`src/rtl/dep_pred_pkg.sv`:
```
package dep_pred_pkg;

  typedef enum logic [2:0] {
    MRG_IDLE,
    MRG_FRESH,
    MRG_JOIN_LD,
    MRG_JOIN_ST,
    MRG_LOWER
  } merge_kind_e;

  function automatic merge_kind_e classify_merge(input logic active,
                                                 input logic ld_has,
                                                 input logic st_has);
    merge_kind_e k;
    if (!active)                 k = MRG_IDLE;
    else if (!ld_has && !st_has) k = MRG_FRESH;
    else if (ld_has && !st_has)  k = MRG_JOIN_LD;
    else if (!ld_has && st_has)  k = MRG_JOIN_ST;
    else                         k = MRG_LOWER;
    return k;
  endfunction

endpackage

```
`src/rtl/grp_map_table.sv`:
```
module grp_map_table #(
  parameter int IDX_W = 6,
  parameter int SET_W = 4
) (
  input  logic             clk,
  input  logic             rst_n,
  input  logic [IDX_W-1:0] look_idx,
  output logic             look_has,
  output logic [SET_W-1:0] look_grp,
  input  logic [IDX_W-1:0] res_idx,
  output logic             res_has,
  output logic [SET_W-1:0] res_grp,
  input  logic [IDX_W-1:0] ld_idx,
  output logic             ld_has,
  output logic [SET_W-1:0] ld_grp,
  input  logic [IDX_W-1:0] st_idx,
  output logic             st_has,
  output logic [SET_W-1:0] st_grp,
  input  logic             wr_ld_en,
  input  logic             wr_st_en,
  input  logic [SET_W-1:0] wr_grp
);
  localparam int DEPTH = 1 << IDX_W;

  logic             has_q  [DEPTH];
  logic [SET_W-1:0] grp_q  [DEPTH];

  for (genvar e = 0; e < DEPTH; e++) begin : g_entry
    logic wr_en;
    logic has_d;
    logic [SET_W-1:0] grp_d;

    always_comb begin
      wr_en = (wr_ld_en && (ld_idx == IDX_W'(e))) ||
              (wr_st_en && (st_idx == IDX_W'(e)));
      has_d = 1'b1;
      grp_d = wr_grp;
    end

    always_ff @(posedge clk or negedge rst_n) begin
      if (!rst_n) begin
        has_q[e] <= 1'b0;
        grp_q[e] <= '0;
      end else if (wr_en) begin
        has_q[e] <= has_d;
        grp_q[e] <= grp_d;
      end
    end
  end

  assign look_has = has_q[look_idx];
  assign look_grp = grp_q[look_idx];
  assign res_has  = has_q[res_idx];
  assign res_grp  = grp_q[res_idx];
  assign ld_has   = has_q[ld_idx];
  assign ld_grp   = grp_q[ld_idx];
  assign st_has   = has_q[st_idx];
  assign st_grp   = grp_q[st_idx];
endmodule

```
`src/rtl/pending_store_table.sv`:
```
module pending_store_table #(
  parameter int SET_W = 4,
  parameter int TAG_W = 6
) (
  input  logic             clk,
  input  logic             rst_n,
  input  logic [SET_W-1:0] rd_grp,
  output logic             rd_busy,
  output logic [TAG_W-1:0] rd_tag,
  input  logic             rec_en,
  input  logic [SET_W-1:0] rec_grp,
  input  logic [TAG_W-1:0] rec_tag,
  input  logic             clr_en,
  input  logic [SET_W-1:0] clr_grp,
  input  logic [TAG_W-1:0] clr_tag
);
  localparam int GROUPS = 1 << SET_W;

  logic             busy_q [GROUPS];
  logic [TAG_W-1:0] tag_q  [GROUPS];

  for (genvar g = 0; g < GROUPS; g++) begin : g_slot
    logic rec_hit, clr_hit, en;
    logic busy_d;
    logic [TAG_W-1:0] tag_d;

    always_comb begin
      rec_hit = rec_en && (rec_grp == SET_W'(g));
      clr_hit = clr_en && (clr_grp == SET_W'(g)) && busy_q[g] &&
                (tag_q[g] == clr_tag);
      en      = rec_hit || clr_hit;
      busy_d  = busy_q[g];
      tag_d   = tag_q[g];
      if (rec_hit) begin
        busy_d = 1'b1;
        tag_d  = rec_tag;
      end else if (clr_hit) begin
        busy_d = 1'b0;
      end
    end

    always_ff @(posedge clk or negedge rst_n) begin
      if (!rst_n) begin
        busy_q[g] <= 1'b0;
        tag_q[g]  <= '0;
      end else if (en) begin
        busy_q[g] <= busy_d;
        tag_q[g]  <= tag_d;
      end
    end
  end

  assign rd_busy = busy_q[rd_grp];
  assign rd_tag  = tag_q[rd_grp];
endmodule

```
`src/rtl/viol_merge.sv`:
```
module viol_merge
  import dep_pred_pkg::*;
#(
  parameter int SET_W = 4
) (
  input  logic             active,
  input  logic             ld_has,
  input  logic [SET_W-1:0] ld_grp,
  input  logic             st_has,
  input  logic [SET_W-1:0] st_grp,
  input  logic [SET_W-1:0] fresh_grp,
  output logic             wr_ld_en,
  output logic             wr_st_en,
  output logic [SET_W-1:0] wr_grp,
  output logic             take_fresh
);
  merge_kind_e kind;

  always_comb begin
    kind       = classify_merge(active, ld_has, st_has);
    wr_ld_en   = 1'b0;
    wr_st_en   = 1'b0;
    wr_grp     = '0;
    take_fresh = 1'b0;
    unique case (kind)
      MRG_FRESH: begin
        wr_ld_en   = 1'b1;
        wr_st_en   = 1'b1;
        wr_grp     = fresh_grp;
        take_fresh = 1'b1;
      end
      MRG_JOIN_LD: begin
        wr_st_en = 1'b1;
        wr_grp   = ld_grp;
      end
      MRG_JOIN_ST: begin
        wr_ld_en = 1'b1;
        wr_grp   = st_grp;
      end
      MRG_LOWER: begin
        wr_ld_en = ld_grp > st_grp;
        wr_st_en = st_grp > ld_grp;
        wr_grp   = (ld_grp < st_grp) ? ld_grp : st_grp;
      end
      default: ;
    endcase
  end
endmodule

```
`src/rtl/dep_pred_top.sv`:
```
module dep_pred_top #(
  parameter int PC_IDX_W = 6,
  parameter int SET_W    = 4,
  parameter int TAG_W    = 6
) (
  input  logic                clk,
  input  logic                rst_n,
  input  logic                look_vld,
  input  logic                look_is_store,
  input  logic [PC_IDX_W-1:0] look_pc,
  input  logic [TAG_W-1:0]    look_tag,
  input  logic                res_vld,
  input  logic [PC_IDX_W-1:0] res_pc,
  input  logic [TAG_W-1:0]    res_tag,
  input  logic                viol_vld,
  input  logic [PC_IDX_W-1:0] viol_ld_pc,
  input  logic [PC_IDX_W-1:0] viol_st_pc,
  output logic                pred_vld,
  output logic                pred_wait,
  output logic [TAG_W-1:0]    pred_tag
);
  logic             lk_has, rs_has, vl_has, vs_has;
  logic [SET_W-1:0] lk_grp, rs_grp, vl_grp, vs_grp;
  logic             wr_ld_en, wr_st_en, take_fresh;
  logic [SET_W-1:0] wr_grp;
  logic             own_busy;
  logic [TAG_W-1:0] own_tag;

  logic [SET_W-1:0] fresh_q, fresh_d;
  logic             pv_q, pv_d, pw_q, pw_d;
  logic [TAG_W-1:0] pt_q, pt_d;

  grp_map_table #(.IDX_W(PC_IDX_W), .SET_W(SET_W)) u_map (
    .clk(clk), .rst_n(rst_n),
    .look_idx(look_pc), .look_has(lk_has), .look_grp(lk_grp),
    .res_idx(res_pc),   .res_has(rs_has),  .res_grp(rs_grp),
    .ld_idx(viol_ld_pc), .ld_has(vl_has),  .ld_grp(vl_grp),
    .st_idx(viol_st_pc), .st_has(vs_has),  .st_grp(vs_grp),
    .wr_ld_en(wr_ld_en), .wr_st_en(wr_st_en), .wr_grp(wr_grp)
  );

  pending_store_table #(.SET_W(SET_W), .TAG_W(TAG_W)) u_pend (
    .clk(clk), .rst_n(rst_n),
    .rd_grp(lk_grp), .rd_busy(own_busy), .rd_tag(own_tag),
    .rec_en(look_vld && look_is_store && lk_has),
    .rec_grp(lk_grp), .rec_tag(look_tag),
    .clr_en(res_vld && rs_has), .clr_grp(rs_grp), .clr_tag(res_tag)
  );

  viol_merge #(.SET_W(SET_W)) u_merge (
    .active(viol_vld),
    .ld_has(vl_has), .ld_grp(vl_grp),
    .st_has(vs_has), .st_grp(vs_grp),
    .fresh_grp(fresh_q),
    .wr_ld_en(wr_ld_en), .wr_st_en(wr_st_en), .wr_grp(wr_grp),
    .take_fresh(take_fresh)
  );

  always_comb begin
    fresh_d = fresh_q + SET_W'(1);
    pv_d    = look_vld;
    pw_d    = lk_has && own_busy;
    pt_d    = (lk_has && own_busy) ? own_tag : '0;
  end

  always_ff @(posedge clk or negedge rst_n) begin
    if (!rst_n) begin
      fresh_q <= '0;
    end else if (take_fresh) begin
      fresh_q <= fresh_d;
    end
  end

  always_ff @(posedge clk or negedge rst_n) begin
    if (!rst_n) begin
      pv_q <= 1'b0;
    end else begin
      pv_q <= pv_d;
    end
  end

  always_ff @(posedge clk or negedge rst_n) begin
    if (!rst_n) begin
      pw_q <= 1'b0;
      pt_q <= '0;
    end else if (look_vld) begin
      pw_q <= pw_d;
      pt_q <= pt_d;
    end
  end

  assign pred_vld  = pv_q;
  assign pred_wait = pw_q && pv_q;
  assign pred_tag  = pv_q ? pt_q : '0;
endmodule

```
`config.mk`:
```
export PLATFORM = sky130hd
export DESIGN_NAME = dep_pred_top
export DESIGN_NICKNAME = d
export VERILOG_FILES = /design/src/rtl/dep_pred_pkg.sv /design/src/rtl/grp_map_table.sv /design/src/rtl/pending_store_table.sv /design/src/rtl/viol_merge.sv /design/src/rtl/dep_pred_top.sv
export SDC_FILE = /design/constraint.sdc
export NUM_CORES = 1
export LEC_CHECK = 0
export BUFFER_PORTS_ARGS = -buffer_cell sky130_fd_sc_hd__buf_2
export CAP_MARGIN = 20
export CORE_ASPECT_RATIO = 0.7
export CORE_UTILIZATION = 50
export CTS_BUF_LIST = sky130_fd_sc_hd__clkbuf_16
export CTS_CLUSTER_DIAMETER = 60
export CTS_CLUSTER_SIZE = 12
export DETAILED_ROUTE_END_ITERATION = 7
export HOLD_SLACK_MARGIN = 0.12
export PLACE_DENSITY = 0.66
export SYNTH_ARGS = -nofsm -noshare
export SYNTH_HDL_FRONTEND = slang
export SYNTH_SLANG_ARGS = --single-unit
```
`constraint.sdc`:
```
create_clock -name clk -period 8.5 [get_ports clk]
set_input_delay 0.425 -clock clk [delete_from_list [all_inputs] [get_ports clk]]
set_output_delay 0.425 -clock clk [all_outputs]
set_load 0.05 [all_outputs]
```
==> qor.yml <==
outcome:
  outcome: "completed"
sta:
  relSlewSlack_pct: 21.1
  finalCritPeriodShare_pct: 69.6
  rsz0062_at_grt: "false"
  report.final.hold_viol_count: 0
  clock.fmax_mhz: 169
  fin_tns_setup_ns: 0
  skew_ns: 0.0386
  finalCriticalPeriod_ns: 5.91
  worst_slew_pin_slew_ns: 1.18
  setup_ws_ns: 2.59
  setup_viol: 0
  finalMaxSlewViolations: 0
grt:
  antenna_found_initial: 6
  grt_pass1_wl_um: 152000
  grt_max_degree: 137
  grt_pass1_vias: 20549
  grt-ovfl-total: 0
  grt_usage_pct: 34.5
route:
  via_per_inst: 7.49
  first_pass_iters: 7
  drcViolationCount: 0
  drt-wirelength-per-cell_um: 36.1
  drt_wl_total_um: 103000
  num_vias: 21431
  ant_nets: 0
  drt_iter0_drc: 2975
setup_path:
  crit_required_ns: 8.97
  max_stage_delay_ns: 0.99
  arrival_ns: 6.39
  critical-path-top-delay-family: "multiplexers"
  crit_buf_inv: 3
  path_cells: "buf_6, buf_4, mux4_2, mux4_2, mux4_2, inv_1, ha_1, nor2b_1, o21a_1, o21a_1, o2111ai_1, o21a_1, o21ai_1, and4b_1, a22oi_1, mux2_2"
  cp_slowest_cell: "a22oi_1"
  critical_path_class: "in2reg"
  critPathLaunchType: "input pin"
  end_kind: "flip-flop"
  crit_fanout: 44
logic_synthesis:
  ys.flop_type: "dfrtp_1"
  synthArstFlopShare_pct: 100
  syn-num-nets: 2143
  synth_edf_count: 0
  syn_area_mm2: 0.0301
  netlist_instances: 2095
  synth.distinct_cells: 64
  ys_warn_count: 0
  syn_avg_cell_area_um2: 14.4
  ys_seq_area_share_pct: 36.9
  yosys_register_bits: 444
placement:
  io_buffers: 49
  dp_hpwl_um: 69900
  place_congestion: 1.15
  pre_cts_slack_ns: 2.06
power:
  p_leak_nw: 13.9
  p_per_area_mw_per_mm2: 255
  peakVddDrop_v: 0.000186
  total_power_w: 0.00823
clocking:
  clock-sinks: 444
  cts.clk_slew.worst_paths_ns: 0.06
  root_buffer: "clkbuf_16"
  cts_tree: "built"
  post_cts_buffers: 0
  cts_max_level: 2
  clkLatencyLatePin_ns: 0.60
  cts-resized-gates: 0
  cts_buffer_depth: 3
  numCtsBuffers: 45
cells_and_area:
  final_layout_size_suffix_gt1_share_pct: 45.2
  final_cell_mix: "dfrtp_1 (444), mux4_2 (398), mux2_2 (308), nand2b_1 (98), nand2_1 (68)"
  final_nets: 2095
  areaGrowthSynthToFinish_pct: 7.54
  mostFrequentLayoutCell: "dfrtp_1"
floorplan:
  die_h_um: 207
  row_count: 74
  ios: 50
  die_area_mm2: 0.0612
  die_x_um: 295
  core_mm2: 0.0589
  start_util_pct: 51.1
hold_path:
  hold_class: "in2reg"
run:
  max_cap_violations: 0
worst reg2reg max path, stage by stage, from the launching register on:
cell,delay [ns]
dfrtp_1,0.43
mux4_2,0.52
mux4_2,0.56
mux4_2,0.53
inv_1,0.08
ha_1,0.24
nor2b_1,0.14
o21a_1,0.16
o21a_1,0.20
o2111ai_1,0.18
o21a_1,0.14
o21ai_1,0.15
and4b_1,0.52
a22oi_1,0.99
mux2_2,0.43
final cells by class:
type | count | area [um2]
Antenna cell | 2 | 5.00
Clock buffer | 47 | 1180
Clock inverter | 14 | 168
Fill cell | 4795 | 26500
Inverter | 17 | 63.8
Multi-Input combinational cell | 1439 | 18100
Sequential cell | 444 | 11100
Tap cell | 798 | 998
Timing Repair Buffer | 100 | 721
metrics by stage:
step	hold slack [ns]	util, %	area, um2	cells
after global routing	0.409	54.9	32300	2859
after global placement	0.458	52.5	30900	2792
after CTS	0.392	54.8	32300	2857
after floorplan	0.129	-	30100	2095
final	0.427	54.9	32300	2861
after detailed placement	0.464	52.5	30900	2794
timing repair:
item / in CTS / in global routing
setup endpoints to repair: 0 / 0
hold buffers: 2 / 0
hold endpoints to repair: 103 / 0
Yosys cell counts (all sizes together), types with 2 or more instances:
master,n,area (um2)
dfrtp,444,11100
mux4,398,8960
mux2,360,4050
clkbuf,121,457
nand2b,98,613
buf,74,385
nand2,72,273
a22oi,68,810
mux2i,67,671
xnor2,66,578
xor2,33,289
nor2,32,120
nand3,31,155
o21ai,24,120
and2,23,144
nand4,19,119
inv,16,60.1
nor3,16,106
or4,16,120
nor2b,12,75.1
o22ai,11,68.8
and3,8,50.1
a21oi,7,35.0
nor4,7,68.8
or2,7,43.8
a21boi,6,45.0
ha,6,75.1
a221o,5,50.1
a22o,5,43.8
and4,5,43.8
a31oi,4,25.0
o21a,4,30.0
a32oi,3,26.3
and4b,3,30.0
a2111o,2,22.5
a31o,2,17.5
a41oi,2,17.5
nand3b,2,15.0
o211ai,2,15.0
o221ai,2,17.5
o22a,2,17.5
layer usage:
metal	GRT usage (%)	vias up	share of wire, %	wire (um)
met5	0	-	0.026	27
met4	7.59	4	2.4	2480
met3	15.3	196	16	16500
met2	43.4	1630	40	40900
met1	54.0	11412	42	43200
li1	-	8189	-	-
final timing paths:
path | from | depth (start not counted) | end | slack (ns)
hold / removal | look_tag[0] | 2 | u_pend.tag_q[42]$_DFFE_PN0P_ | 0.43
min in group asynchronous | rst_n | 2 | u_map.has_q[59]$_DFFE_PN0P_ | 0.49
hold reg to reg | fresh_q[2]$_DFFE_PN0N_ | 1 | fresh_q[2]$_DFFE_PN0N_ | 0.48
setup / recovery | viol_ld_pc[0] | 16 | u_map.grp_q[115]$_DFFE_PN0P_ | 2.59
setup reg to reg | u_map.grp_q[129]$_DFFE_PN0P_ | 14 | u_map.grp_q[115]$_DFFE_PN0P_ | 3.11
max in group asynchronous | rst_n | 3 | u_map.grp_q[14]$_DFFE_PN0P_ | 6.49
state kept, by name, summed over array words and instances (netlist names):
| signal | count |
|---|---|
| pt_q | 6 |
| u_pend.tag_q | 96 |
| u_map.grp_q | 256 |
| fresh_q | 4 |
| pw_q | 1 |
| u_map.has_q | 64 |
| pred_vld | 1 |
| u_pend.busy_q | 16 |
cells by family (layout without fill, tap and decap cells):
| logic type | Yosys count | in the layout | synth area share, % |
|---|---|---|---|
| compound gates | 157 | 157 | 4.78 |
| xor+xnor | 99 | 99 | 2.88 |
| fa+ha+maj | 6 | 6 | 0.250 |
| buf+inv | 212 | 178 | 3.01 |
| flops | 444 | 444 | 36.9 |
| mux | 825 | 825 | 45.5 |
| other cells | 0 | 2 | 0 |
| simple gates | 352 | 352 | 6.62 |
power breakdown:
| group | switching, W | internal, W |
|---|---|---|
| Sequential | 0.000682 | 0.00265 |
| Clock | 0.000869 | 0.00110 |
| Combinational | 0.00143 | 0.00150 |
Note: power is estimated with default switching activity, not from simulation.
